===== src/rtl/sm_irq_pkg.sv =====
package sm_irq_pkg;

    typedef enum logic [2:0] {
        OP_EN_LOAD    = 3'd0,
        OP_EN_SET     = 3'd1,
        OP_EN_CLR     = 3'd2,
        OP_FLAG_CLR   = 3'd3,
        OP_FLAG_FORCE = 3'd4
    } host_op_e;

endpackage


===== src/rtl/sm_irq_raw.sv =====
module sm_irq_raw #(
    parameter int NUM_SM = 4
) (
    input  logic [NUM_SM-1:0]   rx_lvl,
    input  logic [NUM_SM-1:0]   tx_lvl,
    input  logic [NUM_SM-1:0]   flag_lo,
    output logic [3*NUM_SM-1:0] raw
);

    // three groups of NUM_SM bits: receive, transmit, low flags
    for (genvar g = 0; g < NUM_SM; g++) begin : g_sm
        assign raw[g]            = rx_lvl[g];
        assign raw[NUM_SM + g]   = tx_lvl[g];
        assign raw[2*NUM_SM + g] = flag_lo[g];
    end

endmodule


===== src/rtl/sm_evt_flags.sv =====
module sm_evt_flags #(
    parameter int NUM_FLAGS = 8
) (
    input  logic                 clk,
    input  logic                 rst_n,
    input  logic [NUM_FLAGS-1:0] set_pulse,
    input  logic [NUM_FLAGS-1:0] clr_mask,
    input  logic [NUM_FLAGS-1:0] force_mask,
    output logic [NUM_FLAGS-1:0] flags
);

    typedef struct packed {
        logic [NUM_FLAGS-1:0] flags;
    } flag_state_t;

    flag_state_t st_d, st_q;

    always_comb begin
        st_d = st_q;
        // clear first, then set pulses and force, so a set wins a collision
        st_d.flags = (st_q.flags & ~clr_mask) | set_pulse | force_mask;
    end

    always_ff @(posedge clk or negedge rst_n) begin
        if (!rst_n) st_q <= '0;
        else        st_q <= st_d;
    end

    assign flags = st_q.flags;

endmodule


===== src/rtl/sm_irq_mask.sv =====
module sm_irq_mask
    import sm_irq_pkg::*;
#(
    parameter int W = 12
) (
    input  logic         clk,
    input  logic         rst_n,
    input  logic         wr_en,
    input  logic [2:0]   wr_op,
    input  logic [W-1:0] wr_data,
    input  logic [W-1:0] raw,
    output logic [W-1:0] enable,
    output logic [W-1:0] masked,
    output logic         irq
);

    typedef struct packed {
        logic [W-1:0] en;
        logic         irq;
    } mask_state_t;

    mask_state_t st_d, st_q;

    assign masked = raw & st_q.en;

    always_comb begin
        st_d     = st_q;
        st_d.irq = |masked;
        if (wr_en) begin
            case (wr_op)
                OP_EN_LOAD: st_d.en = wr_data;
                OP_EN_SET:  st_d.en = st_q.en | wr_data;
                OP_EN_CLR:  st_d.en = st_q.en & ~wr_data;
                default:    st_d.en = st_q.en;
            endcase
        end
    end

    always_ff @(posedge clk or negedge rst_n) begin
        if (!rst_n) st_q <= '0;
        else        st_q <= st_d;
    end

    assign enable = st_q.en;
    assign irq    = st_q.irq;

endmodule


===== src/rtl/sm_irq_ctrl.sv =====
module sm_irq_ctrl
    import sm_irq_pkg::*;
#(
    parameter int NUM_SM    = 4,
    parameter int NUM_FLAGS = 8
) (
    input  logic                  clk,
    input  logic                  rst_n,
    input  logic [NUM_SM-1:0]     rx_not_empty,
    input  logic [NUM_SM-1:0]     tx_not_full,
    input  logic [NUM_FLAGS-1:0]  flag_set,
    input  logic                  wr_en,
    input  logic [2:0]            wr_op,
    input  logic [3*NUM_SM-1:0]   wr_data,
    output logic [NUM_FLAGS-1:0]  flags,
    output logic [3*NUM_SM-1:0]   irq_enable,
    output logic [3*NUM_SM-1:0]   raw_status,
    output logic [3*NUM_SM-1:0]   masked_status,
    output logic                  irq_o
);

    localparam int RAW_W = 3 * NUM_SM;

    logic [NUM_FLAGS-1:0] clr_mask, force_mask, flag_bits;

    always_comb begin
        clr_mask   = '0;
        force_mask = '0;
        if (wr_en && wr_op == OP_FLAG_CLR)   clr_mask   = wr_data[NUM_FLAGS-1:0];
        if (wr_en && wr_op == OP_FLAG_FORCE) force_mask = wr_data[NUM_FLAGS-1:0];
    end

    sm_evt_flags #(.NUM_FLAGS(NUM_FLAGS)) u_flags (
        .clk        (clk),
        .rst_n      (rst_n),
        .set_pulse  (flag_set),
        .clr_mask   (clr_mask),
        .force_mask (force_mask),
        .flags      (flag_bits)
    );

    sm_irq_raw #(.NUM_SM(NUM_SM)) u_raw (
        .rx_lvl  (rx_not_empty),
        .tx_lvl  (tx_not_full),
        .flag_lo (flag_bits[NUM_SM-1:0]),
        .raw     (raw_status)
    );

    sm_irq_mask #(.W(RAW_W)) u_mask (
        .clk     (clk),
        .rst_n   (rst_n),
        .wr_en   (wr_en),
        .wr_op   (wr_op),
        .wr_data (wr_data),
        .raw     (raw_status),
        .enable  (irq_enable),
        .masked  (masked_status),
        .irq     (irq_o)
    );

    assign flags = flag_bits;

endmodule


===== config.mk =====
export PLATFORM = sky130hd
export DESIGN_NAME = sm_irq_ctrl
export DESIGN_NICKNAME = d
export VERILOG_FILES = /design/src/rtl/sm_irq_pkg.sv /design/src/rtl/sm_irq_raw.sv /design/src/rtl/sm_evt_flags.sv /design/src/rtl/sm_irq_mask.sv /design/src/rtl/sm_irq_ctrl.sv
export SDC_FILE = /design/constraint.sdc
export NUM_CORES = 1
export LEC_CHECK = 0
export BUFFER_PORTS_ARGS = -buffer_cell sky130_fd_sc_hd__buf_2
export CORE_UTILIZATION = 35
export CTS_BUF_LIST = sky130_fd_sc_hd__clkbuf_8
export DETAILED_ROUTE_END_ITERATION = 6
export GPL_TIMING_DRIVEN = 0
export PLACE_DENSITY = 0.68
export SLEW_MARGIN = 15
export SYNTH_ARGS = -nofsm -noshare
export SYNTH_HDL_FRONTEND = slang
export SYNTH_SLANG_ARGS = --single-unit

===== constraint.sdc =====
create_clock -name clk -period 1.1 [get_ports clk]
set_input_delay 0 -clock clk [delete_from_list [all_inputs] [get_ports clk]]
set_output_delay 0 -clock clk [all_outputs]
set_load 0.01 [all_outputs]

==> results.json <==
{
  "vias": 1196,
  "finClkSkew_ns": 0.000971,
  "hpwl_mm": 2.45,
  "clockRootBuffer": "clkbuf_8",
  "synthMuxAreaShare": 0,
  "grt_max_degree": 22,
  "ys_ff_latch": 21,
  "cts_tree": "built",
  "end_kind": "flop",
  "io_buffers": 78,
  "syn_area_mm2": 0.00107,
  "syn_avg_cell_area_um2": 10.7,
  "finalCritPeriodShare": 0.994,
  "antenna_cells": 0,
  "chipHeight_um": 57.4,
  "status": "complete, but fails checks",
  "slew_violations": 0,
  "final_cell_area_mm2": 0.00178,
  "hold_class": "in2reg",
  "clockBufferDepth": 2,
  "fp-row-count": 19,
  "cts_max_level": 1,
  "fillers": 248,
  "max_cap_violations": 0,
  "power_mw": 2.17,
  "synthCells": 100,
  "start_util": 0.379,
  "synth-compound-area-share": 0.228,
  "drtIter0Drc": 75,
  "grt_util_all_layers": 0.209,
  "area_growth_pct": 65.6,
  "finalCriticalPeriod_ns": 1.09,
  "place.gp.congestion": 0.776,
  "setup_violations": 0,
  "final-hold-violation-count": 0,
  "slowest_stage": "dfrtp_1",
  "p_leak_nw": 0.878,
  "first_pass_iters": 7,
  "cp_cell_sequence": "and2_4, nor4_4, nand4_1",
  "io_pins": 79,
  "core_mm2": 0.00283,
  "cts_sinks": 21,
  "antenna_found_initial": 0,
  "cts_made_buffers": 3,
  "ys_types": 18,
  "vias_per_cell": 5.11,
  "synthAdderAreaFrac": 0,
  "wirelength_mm": 3.43,
  "slew_headroom": 0.683,
  "tightest_slew_ns": 0.475,
  "syn_nets": 134,
  "setup.worst_path.class": "reg2reg",
  "fin_nets": 238,
  "required_ns": 1.23,
  "grt_pass1_wl_mm": 5.16,
  "critPathMaxFanout": 3,
  "stdcell_count": 234,
  "drive_above_1_share": 0.542,
  "grt_overflow": 0,
  "powerDensity_mw_per_mm2": 1220,
  "grt_pass1_vias": 1145,
  "critPathMaxStageDelay_ns": 0.40,
  "fp.dieW_um": 57.4,
  "seq_area_frac_synth": 0.490,
  "synth-simple-area-share": 0.162,
  "ir_worst_vdd_v": 0.000554,
  "placed_cells": 209,
  "placed_area_mm2": 0.00150,
  "violations": "DRC",
  "die_area_mm2": 0.00329,
  "synth-xor-area-share": 0,
  "drc": 6,
  "clock.fmax_mhz": 915,
  "wl_per_cell_um": 14.7,
  "start_kind": "flop",
  "utilization": 0.628,
  "critPathArrivalTime_ns": 1.23,
  "yosysWarnings": 0,
  "clkTransAtPathRegs_ns": 0.08,
  "synth_top_family_by_area": "compound AO/OA/AOI/OAI gates",
  "rsz0062_at_grt": "yes",
  "antenna_left": 0,
  "clk_latency_ns": 0.26
}
[cell usage after synthesis, drive strengths merged]
cell type / n / area [µm²]
a22o: 12 / 105
dfrtp: 21 / 526
o21ai: 12 / 60.1
nand2: 8 / 30.0
and4b: 1 / 10.0
and2: 12 / 75.1
buf: 16 / 121
nor2: 2 / 7.51
nor3b: 2 / 20.0
and4bb: 1 / 12.5
a221o: 8 / 80.1
nand4: 1 / 6.26
nor4: 2 / 12.5
clkbuf: 1 / 3.75
inv: 1 / 3.75
[power breakdown]
group          switching [mW]  internal, mW  leakage [nW]  total [mW]
registers              0.0656         0.861         0.226       0.927
logic                   0.341         0.397         0.625       0.738
clock network           0.253         0.249        0.0269       0.502
total                   0.659          1.51         0.878        2.17
[cell families (layout without fill, tap and decap cells)]
family,Yosys count,after routing
AOI/OAI and AO/OA,32,32
buffers and inverters,18,121
DFF,21,21
and+or+nand+nor,29,29
[state kept, by name, summed over array words and instances, names as in the netlist]
register and flops:
u_flags.flags 8, u_mask.enable 12, u_mask.irq 1
[cell usage in the layout, fill, tap and decap left out]
| cell type | n |
|---|---|
| o21ai_0 | 12 |
| and2_4 | 3 |
| a22o_1 | 12 |
| inv_1 | 2 |
| dlygate4sd3_1 | 14 |
| nand4_1 | 1 |
| dfrtp_1 | 21 |
| buf_2 | 79 |
| and2_1 | 9 |
| and4b_1 | 1 |
| buf_6 | 1 |
| nor2_1 | 2 |
| nand2_1 | 8 |
| nor4_4 | 2 |
| clkbuf_1 | 1 |
| buf_4 | 21 |
| nor3b_1 | 1 |
| nor3b_2 | 1 |
| a221o_1 | 8 |
| clkbuf_8 | 3 |
| and4bb_1 | 1 |
[per-stage QoR]
step | setup TNS [ns] | setup slack, ns | hold slack, ns
after global routing | -0.0604 | -0.0328 | 0.00307
after CTS | 0 | 0.00469 | 0.00491
after global placement | -0.0811 | -0.0811 | -0.0231
after floorplan | 0 | 0.0123 | -0.296
final | 0 | 0.00651 | 0.00838
after detailed placement | -0.130 | -0.130 | -0.0164
[path summary, 6_finish.rpt]
check / startpoint / endpoint / slack [ns] / cells after the start
max: u_mask.enable[11] / u_mask.irq / 0.007 / 3
min: wr_data[1] / u_mask.enable[1] / 0.008 / 2
max in group asynchronous: rst_n / u_mask.enable[1] / 0.55 / 2
min in group asynchronous: rst_n / u_mask.enable[2] / 0.22 / 2
max reg2reg: u_mask.enable[11] / u_mask.irq / 0.007 / 3
min reg2reg: u_flags.flags[7] / u_flags.flags[7] / 0.51 / 1
[cell type report]
class                   count  area [µm²]  area share
repair buffers             99         583       0.328
inverters                   1        3.75     0.00211
clock buffers               3        41.3      0.0232
well taps                  31        38.8      0.0218
multi-input cells          61         457       0.257
clock inverters             1        3.75     0.00211
plain buffers              17         125      0.0704
flip-flops and latches     21         526       0.296
[critical path: cells and delay by family, from the launching register on]
kind          cells  cell delay [ns]
flops             1             0.40
simple gates      3             0.57
[what timing repair did]
item	in CTS	in global routing
hold endpoints to repair	33	1
gates resized for setup	4	3
setup buffers	2	5
endpoints found under the setup margin	1	1
hold buffers	13	1
pin swaps	2	3
[per-layer routing]
| metal | up-vias | wire length (µm) | GRT usage |
|---|---|---|---|
| met5 | - | 0 | 0 |
| met4 | 0 | 49 | 0.0941 |
| met3 | 5 | 227 | 0.0340 |
| met2 | 51 | 1770 | 0.359 |
| met1 | 571 | 1390 | 0.258 |
| li1 | 569 | - | - |
Note: power is estimated with default switching activity, not from simulation.
